[config.mk]
export PLATFORM = sky130hd
export DESIGN_NAME = core_rstnmi_ctrl
export DESIGN_NICKNAME = d
export VERILOG_FILES = /design/src/rtl/rn_pkg.sv /design/src/rtl/rn_sync.sv /design/src/rtl/rn_strobe_qual.sv /design/src/rtl/rn_core_bank.sv /design/src/rtl/core_rstnmi_ctrl.sv
export SDC_FILE = /design/constraint.sdc
export NUM_CORES = 1
export LEC_CHECK = 0
export ABC_AREA = 1
export BUFFER_PORTS_ARGS = -buffer_cell sky130_fd_sc_hd__buf_4
export CORE_MARGIN = 2
export CORE_UTILIZATION = 50
export DETAILED_ROUTE_END_ITERATION = 6
export GPL_ROUTABILITY_DRIVEN = 0
export PLACE_DENSITY = 0.68
export SYNTH_ARGS = -nofsm -noshare
export SYNTH_HDL_FRONTEND = slang
export SYNTH_SLANG_ARGS = --single-unit
[constraint.sdc]
create_clock -name clk -period 4.4 [get_ports clk]
set_input_delay 0.44 -clock clk [delete_from_list [all_inputs] [get_ports clk]]
set_output_delay 0.44 -clock clk [all_outputs]
set_load 0.02 [all_outputs]
[src/rtl/rn_pkg.sv]
package rn_pkg;

  typedef enum logic [1:0] {
    CMD_NONE = 2'd0,
    CMD_HOLD = 2'd1,
    CMD_FREE = 2'd2,
    CMD_NMI  = 2'd3
  } rn_cmd_e;

  // Pin-level decode: both low is not a legal request
  function automatic rn_cmd_e rn_decode(input logic lrst_n, input logic nmi_n);
    rn_cmd_e c;
    case ({lrst_n, nmi_n})
      2'b01:   c = CMD_HOLD;
      2'b11:   c = CMD_FREE;
      2'b10:   c = CMD_NMI;
      default: c = CMD_NONE;
    endcase
    return c;
  endfunction

endpackage

[src/rtl/rn_sync.sv]
module rn_sync #(
  parameter int W      = 1,
  parameter int STAGES = 2
) (
  input  logic         clk,
  input  logic         rst_n,
  input  logic [W-1:0] d_i,
  output logic [W-1:0] q_o
);
  logic [STAGES-1:0][W-1:0] chain_q;

  always_ff @(posedge clk or negedge rst_n) begin
    if (!rst_n) begin
      chain_q <= '0;
    end else begin
      chain_q[0] <= d_i;
      for (int s = 1; s < STAGES; s++) chain_q[s] <= chain_q[s-1];
    end
  end

  assign q_o = chain_q[STAGES-1];
endmodule

[src/rtl/rn_strobe_qual.sv]
module rn_strobe_qual
  import rn_pkg::*;
#(
  parameter int NCORE     = 4,
  parameter int MIN_LOW   = 4,
  parameter int SETUP_CYC = 2
) (
  input  logic             clk,
  input  logic             rst_n,
  input  logic             s_stb_n,
  input  logic [NCORE-1:0] s_sel,
  input  logic             s_lrst_n,
  input  logic             s_nmi_n,
  output logic             exec_vld_o,
  output rn_cmd_e          exec_cmd_o,
  output logic [NCORE-1:0] exec_sel_o,
  output logic             short_err_o
);
  localparam int CW = NCORE + 2;
  localparam int LW = $clog2(MIN_LOW + 1);
  localparam int SW = $clog2(SETUP_CYC + 1) < 1 ? 1 : $clog2(SETUP_CYC + 1);

  logic [CW-1:0] cmd_vec, cmd_prev_q, held_q;
  logic          stb_q, armed_q, ok_q, exec_vld_q, err_q;
  logic [LW-1:0] low_cnt_q;
  logic [SW-1:0] steady_q;
  rn_cmd_e       exec_cmd_q;
  logic [NCORE-1:0] exec_sel_q;
  logic fall, rise, chg, setup_ok, held_chg, long_ok;

  assign cmd_vec  = {s_sel, logic'(rn_decode(s_lrst_n, s_nmi_n) >> 1), logic'(rn_decode(s_lrst_n, s_nmi_n) & 2'b01)};
  assign fall     = stb_q & ~s_stb_n;
  assign rise     = ~stb_q & s_stb_n;
  assign chg      = cmd_vec != cmd_prev_q;
  assign setup_ok = !chg && (steady_q >= SW'(SETUP_CYC));
  assign held_chg = cmd_vec != held_q;
  assign long_ok  = low_cnt_q >= LW'(MIN_LOW);

  always_ff @(posedge clk or negedge rst_n) begin
    if (!rst_n) begin
      stb_q      <= 1'b0;
      cmd_prev_q <= '0;
      held_q     <= '0;
      steady_q   <= '0;
      armed_q    <= 1'b0;
      ok_q       <= 1'b0;
      low_cnt_q  <= '0;
      exec_vld_q <= 1'b0;
      exec_cmd_q <= CMD_NONE;
      exec_sel_q <= '0;
      err_q      <= 1'b0;
    end else begin
      stb_q      <= s_stb_n;
      cmd_prev_q <= cmd_vec;
      exec_vld_q <= 1'b0;
      if (chg)                           steady_q <= '0;
      else if (steady_q < SW'(SETUP_CYC)) steady_q <= steady_q + 1'b1;

      if (fall) begin
        armed_q   <= 1'b1;
        held_q    <= cmd_vec;
        ok_q      <= setup_ok;
        low_cnt_q <= LW'(1);
      end else if (armed_q && !s_stb_n) begin
        if (held_chg) ok_q <= 1'b0;
        if (!long_ok) low_cnt_q <= low_cnt_q + 1'b1;
      end else if (armed_q && rise) begin
        armed_q <= 1'b0;
        if (!long_ok) begin
          err_q <= 1'b1;
        end else if (ok_q && !held_chg) begin
          exec_vld_q <= 1'b1;
          exec_cmd_q <= rn_cmd_e'(held_q[1:0]);
          exec_sel_q <= held_q[CW-1:2];
        end
      end
    end
  end

  assign exec_vld_o  = exec_vld_q;
  assign exec_cmd_o  = exec_cmd_q;
  assign exec_sel_o  = exec_sel_q;
  assign short_err_o = err_q;

  // a too-short low phase never executes and always flags
  p_short_no_exec_r8: assert property (@(posedge clk) disable iff (!rst_n)
    (armed_q && rise && !long_ok) |=> (!exec_vld_q && err_q));
  // flag is sticky
  p_err_sticky_r8: assert property (@(posedge clk) disable iff (!rst_n)
    err_q |=> err_q);
  // command moved at or before the rise means discard
  p_hold_discard_r6: assert property (@(posedge clk) disable iff (!rst_n)
    (armed_q && rise && held_chg) |=> !exec_vld_q);
  // execution only follows a synchronized rising edge
  p_exec_after_rise_r5: assert property (@(posedge clk) disable iff (!rst_n)
    exec_vld_q |-> ($past(s_stb_n) && !$past(stb_q)));
endmodule

[src/rtl/rn_core_bank.sv]
module rn_core_bank
  import rn_pkg::*;
#(
  parameter int NCORE = 4
) (
  input  logic             clk,
  input  logic             rst_n,
  input  logic             exec_vld_i,
  input  rn_cmd_e          exec_cmd_i,
  input  logic [NCORE-1:0] exec_sel_i,
  output logic [NCORE-1:0] core_rst_o,
  output logic [NCORE-1:0] core_nmi_o
);
  logic [NCORE-1:0] rst_q, nmi_q;

  for (genvar i = 0; i < NCORE; i++) begin : g_core
    always_ff @(posedge clk or negedge rst_n) begin
      if (!rst_n) begin
        rst_q[i] <= 1'b1;
        nmi_q[i] <= 1'b0;
      end else begin
        nmi_q[i] <= 1'b0;
        if (exec_vld_i && exec_sel_i[i]) begin
          case (exec_cmd_i)
            CMD_HOLD: rst_q[i] <= 1'b1;
            CMD_FREE: rst_q[i] <= 1'b0;
            CMD_NMI:  nmi_q[i] <= !rst_q[i];
            default:  ;
          endcase
        end
      end
    end
  end

  assign core_rst_o = rst_q;
  assign core_nmi_o = nmi_q;

  // no NMI reaches a core held in reset
  p_nmi_not_in_reset_r4: assert property (@(posedge clk) disable iff (!rst_n)
    (nmi_q & rst_q) == '0);
  // pulses last a single clock
  p_nmi_single_r4: assert property (@(posedge clk) disable iff (!rst_n)
    (|nmi_q) |=> (nmi_q == '0));
  // reset state moves only on an executed command
  p_state_quiet_r2: assert property (@(posedge clk) disable iff (!rst_n)
    !exec_vld_i |=> $stable(rst_q));
  // release clears every selected core
  p_release_r3: assert property (@(posedge clk) disable iff (!rst_n)
    (exec_vld_i && exec_cmd_i == CMD_FREE) |=> ((rst_q & $past(exec_sel_i)) == '0));
  // empty select touches nothing
  p_empty_sel_r9: assert property (@(posedge clk) disable iff (!rst_n)
    (exec_vld_i && exec_sel_i == '0) |=> ($stable(rst_q) && nmi_q == '0));
endmodule

[src/rtl/core_rstnmi_ctrl.sv]
module core_rstnmi_ctrl
  import rn_pkg::*;
#(
  parameter int NCORE       = 4,
  parameter int MIN_LOW     = 4,
  parameter int SETUP_CYC   = 2,
  parameter int SYNC_STAGES = 2
) (
  input  logic             clk,
  input  logic             rst_n,
  input  logic [NCORE-1:0] sel_i,
  input  logic             lrst_n_i,
  input  logic             nmi_n_i,
  input  logic             stb_n_i,
  output logic [NCORE-1:0] core_rst_o,
  output logic [NCORE-1:0] core_nmi_o,
  output logic             short_err_o
);
  localparam int PW = NCORE + 3;

  logic [PW-1:0]    pins_s;
  logic             s_stb_n, s_lrst_n, s_nmi_n;
  logic [NCORE-1:0] s_sel;
  logic             exec_vld;
  rn_cmd_e          exec_cmd;
  logic [NCORE-1:0] exec_sel;

  rn_sync #(.W(PW), .STAGES(SYNC_STAGES)) i_sync (
    .clk   (clk),
    .rst_n (rst_n),
    .d_i   ({stb_n_i, sel_i, lrst_n_i, nmi_n_i}),
    .q_o   (pins_s)
  );

  assign {s_stb_n, s_sel, s_lrst_n, s_nmi_n} = pins_s;

  rn_strobe_qual #(.NCORE(NCORE), .MIN_LOW(MIN_LOW), .SETUP_CYC(SETUP_CYC)) i_qual (
    .clk         (clk),
    .rst_n       (rst_n),
    .s_stb_n     (s_stb_n),
    .s_sel       (s_sel),
    .s_lrst_n    (s_lrst_n),
    .s_nmi_n     (s_nmi_n),
    .exec_vld_o  (exec_vld),
    .exec_cmd_o  (exec_cmd),
    .exec_sel_o  (exec_sel),
    .short_err_o (short_err_o)
  );

  rn_core_bank #(.NCORE(NCORE)) i_bank (
    .clk        (clk),
    .rst_n      (rst_n),
    .exec_vld_i (exec_vld),
    .exec_cmd_i (exec_cmd),
    .exec_sel_i (exec_sel),
    .core_rst_o (core_rst_o),
    .core_nmi_o (core_nmi_o)
  );
endmodule

==> results.yml, run 1 <==
critical_path:
  worstPathRequired_ns: 4.59
  worstPathArrival_ns: 1.80
  crit_path_end_kind: "flip-flop"
  crit_type: "reg -> reg"
  critPathMaxFanout: 7
  cp-start-kind: "flip-flop"
floorplanning:
  pin_count: 18
  initial_core_util_pct: 51.0
  std_cell_rows: 23
  dieArea_um2: 4550
  die_w_um: 67.4
  die_h_um: 67.4
  core_area_um2: 3940
detailed_routing:
  viasPerCell: 4.96
  firstDrtPassIters: 4
  detail-route-antenna-nets: 0
  vias: 1309
  wl_per_cell_um: 11.6
  finalWirelength_um: 3060
  initialDrtViolationCount: 87
  drcViolationCount: 0
cts:
  clock_latency_ns: 0.30
  postCtsHoldBufs: 0
  cts_inserted_buffers: 5
  path_clk_slew_ns: 0.08
  post_cts_buffers: 0
  cts_tree: "built"
  clockBufferDepth: 2
  cts_resized: 0
  ctsHtreeMaxLevel: 2
  cts-root-buf: "clkbuf_8"
  cts.sinks: 50
sta:
  rsz0062_at_grt: "no"
  setup_viol: 0
  fin_tns_setup_ns: 0
  drv_slew: 0
  fin_crit_ns: 1.61
  timing.fmax_mhz: 622
  fin_crit_sh_pct: 36.6
  hold_violations: 0
  slew-limit-headroom_pct: 50.6
  setup_ws_ns: 2.79
  tightestPinTransition_ns: 0.738
  fin_skew_ns: 0.00527
global_route:
  grt_antenna_before_repair: 0
  grt_first_pass_wirelength_um: 5460
  grtUsageTotal_pct: 16.6
  grt_max_degree: 51
  grt_overflow: 0
  grt_pass1_vias: 1271
logic_synthesis:
  ys_warn_count: 0
  synth-edff-count: 0
  synth-main-ff-cell: "dfrtp_1"
  async_flop_share_pct: 100
  seq_area_frac_synth_pct: 62.4
  syn_area_per_cell_um2: 10.5
  yosysUniqueCellTypes: 24
  synth_area_um2: 2010
  netlist_instances: 191
  synth-seq-cells: 50
  synth_fp_nets: 208
power_and_ir_drop:
  peakVddDrop_mv: 0.229
  pwr-share-comb_pct: 9.8
  seq_power_share_pct: 60.8
  cellLeakagePower_nw: 1.17
  p_sw_uw: 204
  p_sw_share_pct: 24.5
  clock_power_share_pct: 29.4
  finalPower_uw: 832
  p_per_area_nw_per_um2: 366
  intPower_uw: 628
place:
  pre_cts_slack_ns: 2.80
  dp_hpwl_um: 2240
  portBuffers: 17
cells_and_area:
  multi_input_area_um2: 641
  final_common_cell: "dfrtp_1"
  drive_above_1_share_pct: 17.8
  register_area_um2: 1260
  antenna_cells: 0
  mostFrequentLayoutCells: "dfrtp_1, nand2_1, inv_1"
  fill_cells: 330
  fin_nets: 230
  syn_to_final_growth_pct: 13.0
job:
  maxCapViolCount: 0
outcome:
  outcome: "finished, final reports clean"
min_path:
  hp-class: "in -> async"
synth_stat cells, types with 2 or more instances:
| cell type | number | area, µm² |
|---|---|---|
| dfrtp_1 | 46 | 1150 |
| dfstp_2 | 4 | 105 |
| ha_1 | 8 | 100 |
| inv_1 | 20 | 75.1 |
| inv_2 | 6 | 22.5 |
| nand2_1 | 40 | 150 |
| nand3_1 | 13 | 65.1 |
| nand3_2 | 2 | 20.0 |
| nand4_1 | 7 | 43.8 |
| nor2_1 | 15 | 56.3 |
| o21ai_0 | 8 | 40.0 |
| o21bai_1 | 2 | 15.0 |
| xnor2_1 | 3 | 26.3 |
| xor2_1 | 7 | 61.3 |
per-stage QoR:
stage	hold slack (ns)	instance area (µm²)	utilization, %	instances
6_report	0.151	2270	57.7	264
5_1_grt	0.195	2270	57.7	264
4_1_cts	0.169	2270	57.7	264
3_5_place_dp	0.335	2190	55.6	256
3_3_place_gp	0.334	2190	55.6	256
2_1_floorplan	0.144	2010	-	191
worst paths after layout:
path	from	to	slack, ns	cells past startpoint
worst max-delay path	i_sync.q_o[0]$_DFF_PN0_	i_qual.exec_sel_o[1]$_DFFE_PN0P_	2.79	8
worst min-delay path	rst_n	i_bank.core_nmi_o[1]$_DFF_PN0_	0.15	1
worst max register to register	i_sync.q_o[0]$_DFF_PN0_	i_qual.exec_sel_o[1]$_DFFE_PN0P_	2.79	8
worst min register to register	i_sync.chain_q[1]$_DFF_PN0_	i_sync.q_o[1]$_DFF_PN0_	0.35	0
max in group asynchronous	rst_n	i_qual.cmd_prev_q[4]$_DFF_PN0_	3.84	1
min in group clk	stb_n_i	i_sync.chain_q[6]$_DFF_PN0_	0.24	1
sequential cells by signal (all words and copies together) (netlist names), 2 cells and up:
register           count
i_qual.exec_cmd_o      2
i_qual.low_cnt_q       3
i_qual.cmd_prev_q      6
i_bank.core_nmi_o      4
i_sync.chain_q         7
i_qual.held_q          6
i_sync.q_o             7
i_qual.steady_q        2
i_bank.core_rst_o      4
i_qual.exec_sel_o      4
area by class of cell:
cell class / instances / area share [%]
clock buffer: 8 / 3.52
inverter: 27 / 4.68
multi-input combinational: 112 / 28.2
sequential: 50 / 55.3
tap: 50 / 2.75
timing repair buffer: 17 / 5.61
worst max-delay path: stages, from the launching register on:
cell     delay (ns)
dfrtp_1        0.35
inv_1          0.06
ha_1           0.36
xnor2_1        0.20
nand3_1        0.13
inv_2          0.15
nand3_4        0.12
nand2_1        0.09
nand2_1        0.04
layer usage:
metal | wire length [µm] | GRT usage, %
met5 | 0 | 0
met1 | 1220 | 18.8
met2 | 1660 | 28.3
met3 | 151 | 5.50
met4 | 31 | 7.91
power by group through the flow:
stage                     clock [mW]  sequential, mW  combinational [mW]
after CTS                      0.258           0.506              0.0831
after global placement             0           0.513              0.0789
final                          0.245           0.506              0.0815
after global routing           0.277           0.509              0.0948
after floorplan                    0           0.509              0.0569
after detailed placement           0           0.515              0.0824
cells by family after synthesis:
logic type | share of synthesized area [%]
compound gates | 3.61
fa+ha+maj | 4.98
simple gates | 18.9
xor+xnor | 4.35
flops | 62.4
buf+inv | 5.72
Power figures use the tool's default switching activity.
==> run 2: changes to the inputs <==
==> constraint.sdc (replaced) <==
create_clock -name clk -period 1.6 [get_ports clk]
set_input_delay 0.16 -clock clk [delete_from_list [all_inputs] [get_ports clk]]
set_output_delay 0.16 -clock clk [all_outputs]
set_load 0.02 [all_outputs]
==> run 2 against run 1 <==
Hold slack better by 0.20 ns. Clock power rose to 2.8 times the previous value. Utilization rose by 3.8 points. Cell count grew 4.9%. Sequential cell count unchanged. Setup slack worse by 2.7 ns. Register-to-register slack got worse by 2.7 ns. Largest cell class unchanged. First-iteration DRC count down 21%.
==> results.yml, run 2 (same netlist as run 1, synthesis figures left out) <==
power_and_ir_drop:
  seq_power_share_pct: 59.1
  p_sw_uw: 583
  clock_power_share_pct: 29.0
  p_per_area_nw_per_um2: 970
  finalPower_mw: 2.35
  pwr-share-comb_pct: 11.9
  p_sw_share_pct: 24.8
  cellLeakagePower_nw: 1.23
  peakVddDrop_mv: 0.740
  intPower_mw: 1.77
critical_path:
  crit_path_end_kind: "flip-flop"
  critPathMaxFanout: 6
  timing.rr.start: "i_sync.q_o[0]$_DFF_PN0_"
  crit_type: "reg -> reg"
  r2r_cells: 11
  r2r_end: "i_qual.exec_sel_o[0]$_DFFE_PN0P_"
  worstPathRequired_ns: 1.83
  r2r_setup_slack_ns: 0.12
  worstPathArrival_ns: 1.72
  cp-start-kind: "flip-flop"
floorplanning:
  initial_core_util_pct: 51.0
  core_area_um2: 3940
  pin_count: 18
  std_cell_rows: 23
  dieArea_um2: 4550
  die_w_um: 67.4
  die_h_um: 67.4
cts:
  cts.sinks: 50
  clock_latency_ns: 0.30
  path_clk_slew_ns: 0.08
  ctsHtreeMaxLevel: 2
  cts-root-buf: "clkbuf_8"
  clockBufferDepth: 2
  cts_tree: "built"
  cts_inserted_buffers: 5
sta:
  slew-limit-headroom_pct: 60.2
  hold_slack_ns: 0.354
  tightestPinTransition_ns: 0.597
  setup_ws_ns: 0.117
  timing.fmax_mhz: 674
  fin_crit_sh_pct: 92.7
  setup_viol: 0
  hold_violations: 0
  drv_slew: 0
  fin_crit_ns: 1.48
  fin_skew_ns: 0.00561
detailed_routing:
  initialDrtViolationCount: 69
  detail-route-antenna-nets: 0
  wl_per_cell_um: 11.6
  finalWirelength_um: 3210
  drcViolationCount: 0
  viasPerCell: 4.84
  vias: 1342
  firstDrtPassIters: 4
place:
  pre_cts_slack_ns: 0.00103
  dp_hpwl_um: 2260
  portBuffers: 17
  place_area_um2: 2200
cells_and_area:
  mostFrequentLayoutCells: "dfrtp_1, nand2_1, buf_4"
  drive_above_1_share_pct: 21.6
  antenna_cells: 0
  fin_nets: 243
  syn_to_final_growth_pct: 20.5
  final_common_cell: "dfrtp_1"
  stdcell_area_um2: 2420
min_path:
  min_from: "i_sync.chain_q[1]$_DFF_PN0_"
  hp-class: "reg -> reg"
  hold_end: "i_sync.q_o[1]$_DFF_PN0_"
  worstHoldPathCells: 0
global_route:
  grt_antenna_before_repair: 0
  grt_first_pass_wirelength_um: 5510
  grt_overflow: 0
  grt_max_degree: 51
  grtUsageTotal_pct: 16.8
  grt_pass1_vias: 1295
job:
  maxCapViolCount: 0
outcome:
  outcome: "finished, final reports clean"
## run 2: how the worst max path moves through the flow
stage                                        to               startpoint  slack, ns  cells past startpoint
5_1_grt        i_qual.exec_sel_o[0]$_DFFE_PN0P_  i_sync.q_o[0]$_DFF_PN0_      -0.03                     11
4_1_cts        i_qual.exec_cmd_o[0]$_DFFE_PN0P_  i_sync.q_o[0]$_DFF_PN0_     0.0003                      8
3_5_place_dp   i_qual.exec_cmd_o[0]$_DFFE_PN0P_  i_sync.q_o[0]$_DFF_PN0_      0.001                      8
2_1_floorplan  i_qual.exec_cmd_o[0]$_DFFE_PN0P_  i_sync.q_o[0]$_DFF_PN0_       0.16                      8
6_report       i_qual.exec_sel_o[0]$_DFFE_PN0P_  i_sync.q_o[0]$_DFF_PN0_       0.12                     11
3_3_place_gp   i_qual.exec_sel_o[0]$_DFFE_PN0P_  i_sync.q_o[0]$_DFF_PN0_       0.09                      8
## run 2: final cells by class
class                           count  area [µm²]
Timing Repair Buffer               30         245
Fill cell                         332        1520
Sequential cell                    50        1260
Multi-Input combinational cell    112         671
Inverter                           27         109
Tap cell                           50        62.6
Clock buffer                        8        80.1
## run 2: power groups by stage
stage	Sequential (mW)	Combinational, mW	Clock [mW]
after floorplan	1.40	0.157	0
after global placement	1.41	0.217	0
after detailed placement	1.41	0.227	0
after CTS	1.39	0.251	0.701
after global routing	1.40	0.319	0.758
final	1.39	0.280	0.682
## run 2: worst max-delay path: stages, from the launching register on
cell	delay, ns
dfrtp_1	0.40
inv_2	0.09
ha_1	0.14
inv_1	0.03
nand2_1	0.09
nand2_2	0.09
nand2_1	0.08
nand3_2	0.10
inv_4	0.11
buf_4	0.11
nand4_1	0.09
nand2_1	0.10
## run 2: through the flow
| stage | util, % | setup TNS [ns] | cells |
|---|---|---|---|
| 5_1_grt | 61.5 | -0.0487 | 277 |
| 2_1_floorplan | - | 0 | 191 |
| 3_3_place_gp | 55.8 | 0 | 257 |
| 4_1_cts | 60.1 | 0 | 274 |
| 6_report | 61.5 | 0 | 277 |
| 3_5_place_dp | 55.8 | 0 | 257 |
## run 2: repair_timing
| item | CTS | global route |
|---|---|---|
| buffers inserted | 1 | 3 |
| pin swaps | 0 | 2 |
| endpoints found under the setup margin | 3 | 9 |
| gates resized for setup | 0 | 7 |
| hold endpoints to repair | 53 | 0 |
| hold buffers | 8 | 0 |
| gates cloned | 0 | 0 |
## run 2: layer usage
| layer | global-route usage, % | part of all wire [%] | up-vias |
|---|---|---|---|
| met3 | 3.00 | 3.2 | 7 |
| met4 | 10.5 | 2.2 | 0 |
| li1 | - | - | 673 |
| met1 | 19.1 | 42 | 636 |
| met2 | 29.2 | 52 | 26 |
| met5 | 0 | 0 | - |
